===== src/rtl/psr_pkg.sv =====
`timescale 1ns/1ps
package psr_pkg;
   localparam logic [2:0] PART_FULL    = 3'd0;
   localparam logic [2:0] PART_HALF    = 3'd1;
   localparam logic [2:0] PART_QUARTER = 3'd2;
   localparam logic [2:0] PART_EIGHTH  = 3'd3;

   typedef struct packed {
      logic       deep_off;
      logic       from_top;
      logic [1:0] temp;
      logic [2:0] part;
   } rcfg_t;

   localparam rcfg_t RCFG_RESET = '{deep_off: 1'b0, from_top: 1'b0,
                                    temp: 2'd3, part: PART_FULL};

   function automatic logic part_empty(input logic [2:0] p);
      return p > PART_EIGHTH;
   endfunction
endpackage


===== src/rtl/psr_region.sv =====
`timescale 1ns/1ps
module psr_region #(
   parameter int ROW_W = 12
) (
   input  psr_pkg::rcfg_t   cfg,
   output logic [ROW_W-1:0] lo_o,
   output logic [ROW_W-1:0] hi_o
);
   logic [ROW_W:0] all_rows, span, lo_w, hi_w;

   assign all_rows = {1'b1, {ROW_W{1'b0}}};
   assign span     = all_rows >> cfg.part[1:0];
   assign lo_w     = cfg.from_top ? (all_rows - span) : '0;
   assign hi_w     = lo_w + span - (ROW_W+1)'(1);
   assign lo_o     = lo_w[ROW_W-1:0];
   assign hi_o     = hi_w[ROW_W-1:0];
endmodule


===== src/rtl/psr_tick.sv =====
`timescale 1ns/1ps
module psr_tick #(
   parameter int BASE_INTERVAL = 1000
) (
   input  logic       clk,
   input  logic       rst_n,
   input  logic       run,
   input  logic [1:0] temp,
   output logic       fire
);
   localparam int W = $clog2(BASE_INTERVAL*8 + 1);

   logic [W-1:0] ival_tab [4];
   logic [W-1:0] cnt;

   for (genvar t = 0; t < 4; t++) begin : g_ival
      assign ival_tab[t] = W'(BASE_INTERVAL << (3 - t));
   end

   assign fire = run && (cnt == ival_tab[temp] - W'(1));

   always_ff @(posedge clk) begin
      if (!rst_n)     cnt <= '0;
      else if (!run)  cnt <= '0;
      else if (fire)  cnt <= '0;
      else            cnt <= cnt + W'(1);
   end

   // the count never reaches the selected interval
   a_r3_cnt_below_ival: assert property (@(posedge clk) disable iff (!rst_n)
      run |-> (cnt < ival_tab[temp]));
endmodule


===== src/rtl/psr_rowseq.sv =====
`timescale 1ns/1ps
module psr_rowseq #(
   parameter int ROW_W = 12
) (
   input  logic             clk,
   input  logic             rst_n,
   input  logic             restart,
   input  logic             step,
   input  logic [ROW_W-1:0] lo,
   input  logic [ROW_W-1:0] hi,
   output logic [ROW_W-1:0] row
);
   always_ff @(posedge clk) begin
      if (!rst_n)        row <= '0;
      else if (restart)  row <= lo;
      else if (step)     row <= (row == hi) ? lo : row + ROW_W'(1);
   end

   // after a step from the last row, the next row is the first one
   a_r4_wrap: assert property (@(posedge clk) disable iff (!rst_n)
      (step && !restart && row == hi) |=> (row == $past(lo)));
endmodule


===== src/rtl/psr_init.sv =====
`timescale 1ns/1ps
module psr_init #(
   parameter int INIT_CYCLES = 30000
) (
   input  logic clk,
   input  logic rst_n,
   input  logic load,
   input  logic new_deep_off,
   input  logic cur_deep_off,
   output logic busy
);
   localparam int CW = $clog2(INIT_CYCLES + 1);

   logic [CW-1:0] cnt;

   assign busy = (cnt != '0);

   always_ff @(posedge clk) begin
      if (!rst_n)                                  cnt <= '0;
      else if (load && new_deep_off)               cnt <= '0;
      else if (load && cur_deep_off)               cnt <= CW'(INIT_CYCLES);
      else if (busy)                               cnt <= cnt - CW'(1);
   end

   // leaving deep power-down starts initialization
   a_r7_busy_start: assert property (@(posedge clk) disable iff (!rst_n)
      (load && cur_deep_off && !new_deep_off) |=> busy);
   // other writes never start a busy period
   a_r8_no_busy: assert property (@(posedge clk) disable iff (!rst_n)
      (load && !cur_deep_off && !busy) |=> !busy);
endmodule


===== src/rtl/psr_refresh_sched.sv =====
`timescale 1ns/1ps
module psr_refresh_sched #(
   parameter int ROW_W         = 12,
   parameter int BASE_INTERVAL = 1000,
   parameter int INIT_CYCLES   = 30000
) (
   input  logic             clk,
   input  logic             rst_n,
   input  logic             chip_sel,
   input  logic             cfg_load,
   input  logic [2:0]       cfg_part,
   input  logic             cfg_top,
   input  logic [1:0]       cfg_temp,
   input  logic             cfg_deep_off,
   output logic             ref_req,
   output logic [ROW_W-1:0] ref_row,
   output logic             init_busy
);
   import psr_pkg::*;

   if (ROW_W < 3) begin : g_bad_row_w
      $error("ROW_W must be at least 3 so that an eighth is a whole row");
   end
   if (BASE_INTERVAL < 2) begin : g_bad_base
      $error("BASE_INTERVAL must be at least 2");
   end
   if (INIT_CYCLES < 1) begin : g_bad_init
      $error("INIT_CYCLES must be at least 1");
   end

   rcfg_t            cfg_q, cfg_new;
   logic             load_q;
   logic [ROW_W-1:0] lo, hi, row;
   logic             active, fire;

   assign cfg_new = '{deep_off: cfg_deep_off, from_top: cfg_top,
                      temp: cfg_temp, part: cfg_part};

   always_ff @(posedge clk) begin
      if (!rst_n) begin
         cfg_q  <= RCFG_RESET;
         load_q <= 1'b0;
      end else begin
         if (cfg_load) cfg_q <= cfg_new;
         load_q <= cfg_load;
      end
   end

   psr_region #(.ROW_W(ROW_W)) u_region (
      .cfg(cfg_q), .lo_o(lo), .hi_o(hi));

   assign active = !chip_sel && !cfg_q.deep_off && !part_empty(cfg_q.part)
                   && !init_busy && !cfg_load;

   psr_tick #(.BASE_INTERVAL(BASE_INTERVAL)) u_tick (
      .clk(clk), .rst_n(rst_n), .run(active), .temp(cfg_q.temp), .fire(fire));

   psr_rowseq #(.ROW_W(ROW_W)) u_rowseq (
      .clk(clk), .rst_n(rst_n), .restart(load_q), .step(fire),
      .lo(lo), .hi(hi), .row(row));

   psr_init #(.INIT_CYCLES(INIT_CYCLES)) u_init (
      .clk(clk), .rst_n(rst_n), .load(cfg_load),
      .new_deep_off(cfg_deep_off), .cur_deep_off(cfg_q.deep_off),
      .busy(init_busy));

   assign ref_req = fire;
   assign ref_row = row;

   a_r4_row_in_region: assert property (@(posedge clk) disable iff (!rst_n)
      ref_req |-> (ref_row >= lo && ref_row <= hi));
   a_r5_none_quiet: assert property (@(posedge clk) disable iff (!rst_n)
      part_empty(cfg_q.part) |-> !ref_req);
   a_r6_deep_quiet: assert property (@(posedge clk) disable iff (!rst_n)
      cfg_q.deep_off |-> (!ref_req && !init_busy));
   a_r7_busy_quiet: assert property (@(posedge clk) disable iff (!rst_n)
      init_busy |-> !ref_req);
   a_r9_sel_quiet: assert property (@(posedge clk) disable iff (!rst_n)
      chip_sel |-> !ref_req);
endmodule


===== config.mk =====
export PLATFORM = sky130hd
export DESIGN_NAME = psr_refresh_sched
export DESIGN_NICKNAME = d
export VERILOG_FILES = /design/src/rtl/psr_pkg.sv /design/src/rtl/psr_region.sv /design/src/rtl/psr_tick.sv /design/src/rtl/psr_rowseq.sv /design/src/rtl/psr_init.sv /design/src/rtl/psr_refresh_sched.sv
export SDC_FILE = /design/constraint.sdc
export NUM_CORES = 1
export LEC_CHECK = 0
export BUFFER_PORTS_ARGS = -buffer_cell sky130_fd_sc_hd__buf_2
export CORE_MARGIN = 3
export CORE_UTILIZATION = 45
export CTS_CLUSTER_DIAMETER = 120
export DETAILED_ROUTE_END_ITERATION = 12
export PLACE_DENSITY_LB_ADDON = 0.3
export REMOVE_ABC_BUFFERS = 1
export SYNTH_ARGS = -nofsm -noshare
export SYNTH_HDL_FRONTEND = slang
export SYNTH_SLANG_ARGS = --single-unit

===== constraint.sdc =====
create_clock -name clk -period 2.7 [get_ports clk]
set_input_delay 0.135 -clock clk [delete_from_list [all_inputs] [get_ports clk]]
set_output_delay 0.135 -clock clk [all_outputs]
set_load 0.01 [all_outputs]

### After elaboration in Yosys (flattened, before gate mapping)

Index checks and enable logic that the tools add are counted.
Widths: inputs -> output; s select.

* muxes and demuxes: 9
* multiply operators: 0
* add/subtract/negate cells: 7
* bitwise operators: 3
* shifts and indexed selects: 1
* reduce and logical (&&, ||, !) cells: 18
* divide/modulo/power cells: 0
* equal/unequal tests: 2
* order comparisons: 2

Operators by type and width (count)
* $mux 12: 4
* $mux 15: 2
* $bmux 13 s2: 1
* $mux 13: 2
* $reduce_bool 15->1: 1
* $sub 15x1->15 const B: 1
* $add 13x1->13 const B: 1
* $eq 13x13->1: 1
* $shr 13x2->12 const A: 1
* $sub 13x1->13 const B: 1
* $add 12x1->12 const B: 1
* $add 12x12->12: 1
* $eq 12x12->1: 1
* $sub 1x12->12 const A: 1
* $sub 12x1->12 const B: 1
* $logic_and 1x1->1: 7
* $reduce_or 3->1: 2
* $logic_not 1->1: 5
* $reduce_bool 2->1: 2
* $ge 3x3->1 const B: 1
* $gt 3x2->1 const B: 1
* $not 2->3: 1
* $not 1->1: 2
* $reduce_or 2->1: 1

* bits in registers: 48
* bits in latches: 0
* memory bits (writable): 0
* memories kept: 0
* memory bits (read-only): 0
* logic and storage cells: 51
* input port bits: 11

### Logic depth before layout (Yosys ltp)

* depth in word-level cells: 9
* gate-level depth with buffers: 10
* mapped depth without buffers: 10

### By module

Synthesis repeated with hierarchy kept, for this count alone.

* cell total of the unflattened synthesis: 345
* area, all modules: 3045.4 µm²

Modules (own cells, without submodules)
* psr_rowseq: area an instance 875.8 µm², sequential area each 240.2 µm², cells an instance 97, instances 1
* psr_init: area an instance 855.8 µm², sequential area each 300.3 µm², cells an instance 105, instances 1
* psr_tick: area an instance 790.8 µm², sequential area each 260.2 µm², cells an instance 86, instances 1
* psr_refresh_sched: area an instance 299.0 µm², sequential area each 160.2 µm², cells an instance 26, instances 1
* psr_region: area an instance 224.0 µm², sequential area each 0.0 µm², cells an instance 31, instances 1

### Worst setup path after synthesis

OpenSTA, ideal clock, no wires.

* path type: register to register
* start point: register cfg_q[1] (netlist bit)
* end point: register u_rowseq.row[3]
* data arrival time: 2.649 ns
* stages on the path, launching flop included: 11
* setup slack: -0.019 ns
* path buffers: 0
* required time: 2.630 ns
* path through: dfxtp_1 > nand2_1 > ha_1 > inv_1 > ha_1 > xnor3_1 > mux2_1 > a311o_1 > and2_4 > or4_1 > a21oi_1

* cells in the longest elaborated chain, start to end: 9
* elaborated cells between the ends (all ways): 16
* those cells by class: 3 x add/sub; 1 x order compare; 1 x eq/ne; 1 x shift; 4 x mux; 6 x reduce/logical

Ends and longest elaborated chain
* start, declared: line psr_refresh_sched.sv:31 `rcfg_t cfg_q, cfg_new;`
* start signal, assigned: line psr_refresh_sched.sv:44 `if (cfg_load) cfg_q <= cfg_new;`
* $shr 13x2->12: line psr_region.sv:12 `assign span = all_rows >> cfg.part[1:0];`
* $sub 1x12->12: line psr_region.sv:13 `assign lo_w = cfg.from_top ? (all_rows - span) : '0;`
* $mux 12: line psr_region.sv:13
* $add 12x12->12: line psr_region.sv:14 `assign hi_w = lo_w + span - (ROW_W+1)'(1);`
* $sub 12x1->12: line psr_region.sv:14
* $eq 12x12->1: line psr_rowseq.sv:16 `else if (step) row <= (row == hi) ? lo : row + ROW_W'(1);`
* $mux 12 (2 in a row): line psr_rowseq.sv:16
* $mux 12: line psr_rowseq.sv:15 `else if (restart) row <= lo;`
* end signal, assigned: line psr_rowseq.sv:15
* end signal, assigned: line psr_rowseq.sv:16
* end, declared: line psr_rowseq.sv:11 `output logic [ROW_W-1:0] row`

Several ways; a longest one is shown, not always the timed one. The select of a mux whose other input is x is not followed.
A chain may end at the register's enable or synchronous reset.

### Worst setup path in the final report

* start point: register cfg_q[0] (netlist bit)
* end point: register u_rowseq.row[5]

The elaborated chain is that of the path after synthesis.

==> metrics <==
CP Max Fanout=6; post-synthesis async set-or-reset flop share=0%; DP Worst Slack=-0.0229 ns; CP arrival=2.92 ns; Area contributors post-synth=dfxtp_1 38%, xnor2_1 6.2%, ha_1 5.4%, nor2_1 4.7%, xor2_1 4.4%; hold slack final=0.0491 ns; DPL Wire Length=3.82 mm; sequential share of power=42.1%; Sw Pwr=0.782 mW; worst-margin pin slew=0.503 ns; Mean Syn Cell Area=8.74 µm²; Die ar.=0.00663 mm²; Comb pwr share=37.9%; hold depth=3; Initial Utilization=48.3%; cts hold-fix bufs=0; CTS tree=yes; Synth top area share=37.5%; path depth of the worst reg2reg path=10; # port buffers=24; final hold violations=0; Fillers=495; Final period util=99.6%; standard-cell rows=26; H-tree depth=2; worst skew pair latency=0.30 ns; Seq/Total Area, Yosys=37.5%; Post-synth EDFFs=0; diode count=0; cells after synthesis=293; Yosys top cell by area=dfxtp_1; Final #Nets=351; Routed Antenna Nets=0; Max Clk Rate=0.372 GHz; first-pass GRT wire length=8.91 mm; share of cells above drive strength 1=19.4%; Iter 0 DRT Violations=89; flops & latches, synth=48; Die Height=81.4 µm; DR pass1 iterations=4; min-delay src=cfg_temp[1]; Critical Path Source Type=flop; core footprint=0.00530 mm²; Final Skew=0.00668 ns; fin crit period=2.69 ns; status=completed; Required @ worst endpoint=2.93 ns; CP endpoint kind=flop; Pint=1.43 mW; GP Congestion=0.890; largest net degree at the start of global routing=16; vias per cell=5.41; initial antenna violation count=0; final worst slack=0.0103 ns; Reg clk slew, reported paths=0.09 ns; Tot GR Track Use=17.0%; worst min-delay path category=input port to flop; # setup viols final=0; worst reg2reg path startpoint=cfg_q[0]; WL met2=2.41 mm; worst reg2reg path endpoint=u_rowseq.row[5]; Routed WL=5.27 mm; root buf cell=clkbuf_8; Hold Path End=cfg_q[4]; YS warnings=0; wire length on met3=220 µm; number of library cell types mapped by synthesis=52; commonest cells after routing, fill and taps aside=44 x dfxtp_1, 32 x nor2_1, 24 x buf_2, 22 x nand2_1, 19 x a21oi_1; wire per inst=13.2 µm; Top Ports=25; total CTS buffers=5; CTS sink count=48; met1 WL=2.60 mm; slew margin rel.=66.4%; Multi-input gate area=0.00160 mm²; pwr/cell area=742 mW/mm²; most common cell after layout, fill and taps aside=dfxtp_1; MaxCap Viol Count=0; Residual DRC=0; RSZ-0062 raised after global routing=yes; FF+latch area=968 µm²; width of the die=81.4 µm; Clk network pwr share=20.0%; Area Overhead vs Synth=16.7%; Final Max Tran Viols=0; Crit Path Class=flop to flop; Primary FF master, synth=dfxtp_1; via count=2165; Leakage=1.15 nW; r2r setup slk=0.01 ns; Mapped Area=0.00256 mm²; Sw Share=35.3%; CTS Buffer Depth=2; vias in the first global route=1946; top layer in use=met4; grt ovf=0; peak supply drop=0.500 mV
## Yosys cell counts (4+ instances only)
cell type  count
xnor2_1       18
nand2b_1       5
nor2_1        32
o21ai_0        7
clkbuf_1       4
nand4_1        4
o31ai_1        5
inv_1         11
nand2_1       23
and3_1         6
ha_1          11
dfxtp_1       48
a21oi_1       19
nor2b_1        5
nor4_1         4
xor2_1        13
nand3b_1       5
nand3_1       17
mux2i_1        5
## repair_timing
item                       4_1_cts  5_1_grt
setup buffers                    0        2
cloned                           0        0
pin swaps                        0        7
resized for setup                1       18
setup endpoints to repair        2        9
## registers in the layout, summed over array words and instances (netlist names)
register	flops
u_tick.cnt	13
cfg_q	7
load_q	1
u_rowseq.row	12
u_init.cnt	15
## worst max-delay path: stages (launching register included)
cell,delay (ns)
dfxtp_2,0.33
nand2b_4,0.14
ha_4,0.27
inv_4,0.03
ha_4,0.14
xnor3_2,0.26
mux2_4,0.31
a311o_1,0.36
and2_4,0.17
or4b_1,0.49
a21oi_1,0.13
## layer usage
metal / vias up / global-route usage, %
met5: - / 0
li1: 1111 / -
met2: 34 / 26.6
met3: 2 / 4.71
met1: 1018 / 22.9
met4: 0 / 4.56
## logic make-up (layout without fill, tap and decap cells)
| group | count (synthesis) | in the layout | share of synthesized area [%] |
|---|---|---|---|
| XOR/XNOR | 32 | 32 | 11.5 |
| flip-flops | 48 | 48 | 37.5 |
| multiplexers | 6 | 6 | 2.39 |
| buffers and inverters | 17 | 54 | 2.49 |
| AO/OA/AOI/OAI | 54 | 54 | 14.1 |
| AND/OR/NAND/NOR | 125 | 125 | 26.7 |
| adder cells (fa/ha/maj) | 11 | 11 | 5.37 |
## power groups by stage
stage               Clock [mW]  Combinational [mW]  Sequential [mW]
floorplan                    0               0.658            0.918
global placement             0               0.807            0.933
detailed placement           0               0.818            0.940
CTS                      0.462               0.823            0.924
global route             0.495               0.940            0.946
finish                   0.444               0.840            0.932
## worst max-delay path by stage
| stage | start | to | slack, ns | cells after the start |
|---|---|---|---|---|
| after floorplan | cfg_q[1] | u_rowseq.row[3] | -0.02 | 10 |
| after global placement | cfg_q[1] | u_rowseq.row[3] | 0.05 | 10 |
| after detailed placement | cfg_q[1] | u_rowseq.row[5] | -0.02 | 10 |
| after CTS | cfg_q[0] | u_rowseq.row[3] | 0.003 | 10 |
| after global routing | cfg_q[0] | u_rowseq.row[5] | -0.04 | 10 |
| final | cfg_q[0] | u_rowseq.row[5] | 0.01 | 10 |
## through the flow
step / power [mW] / area (µm²) / util [%] / TNS [ns] / std cells
after floorplan: 1.58 / 2540 / - / -0.0355 / 288
after global placement: 1.74 / 2810 / 53.0 / 0 / 390
after detailed placement: 1.76 / 2810 / 53.0 / -0.0282 / 390
after CTS: 2.21 / 2900 / 54.7 / 0 / 398
after global routing: 2.38 / 2990 / 56.3 / -0.0375 / 400
final: 2.22 / 2990 / 56.3 / 0 / 400
## area by class of cell
| cell class | count | area share, % |
|---|---|---|
| multi-input combinational | 228 | 53.4 |
| timing repair buffer | 34 | 6.53 |
| clock buffer | 8 | 3.02 |
| sequential | 48 | 32.4 |
| tap | 70 | 2.93 |
| inverter | 12 | 1.72 |
No activity file was read; power rests on OpenSTA's default activity.
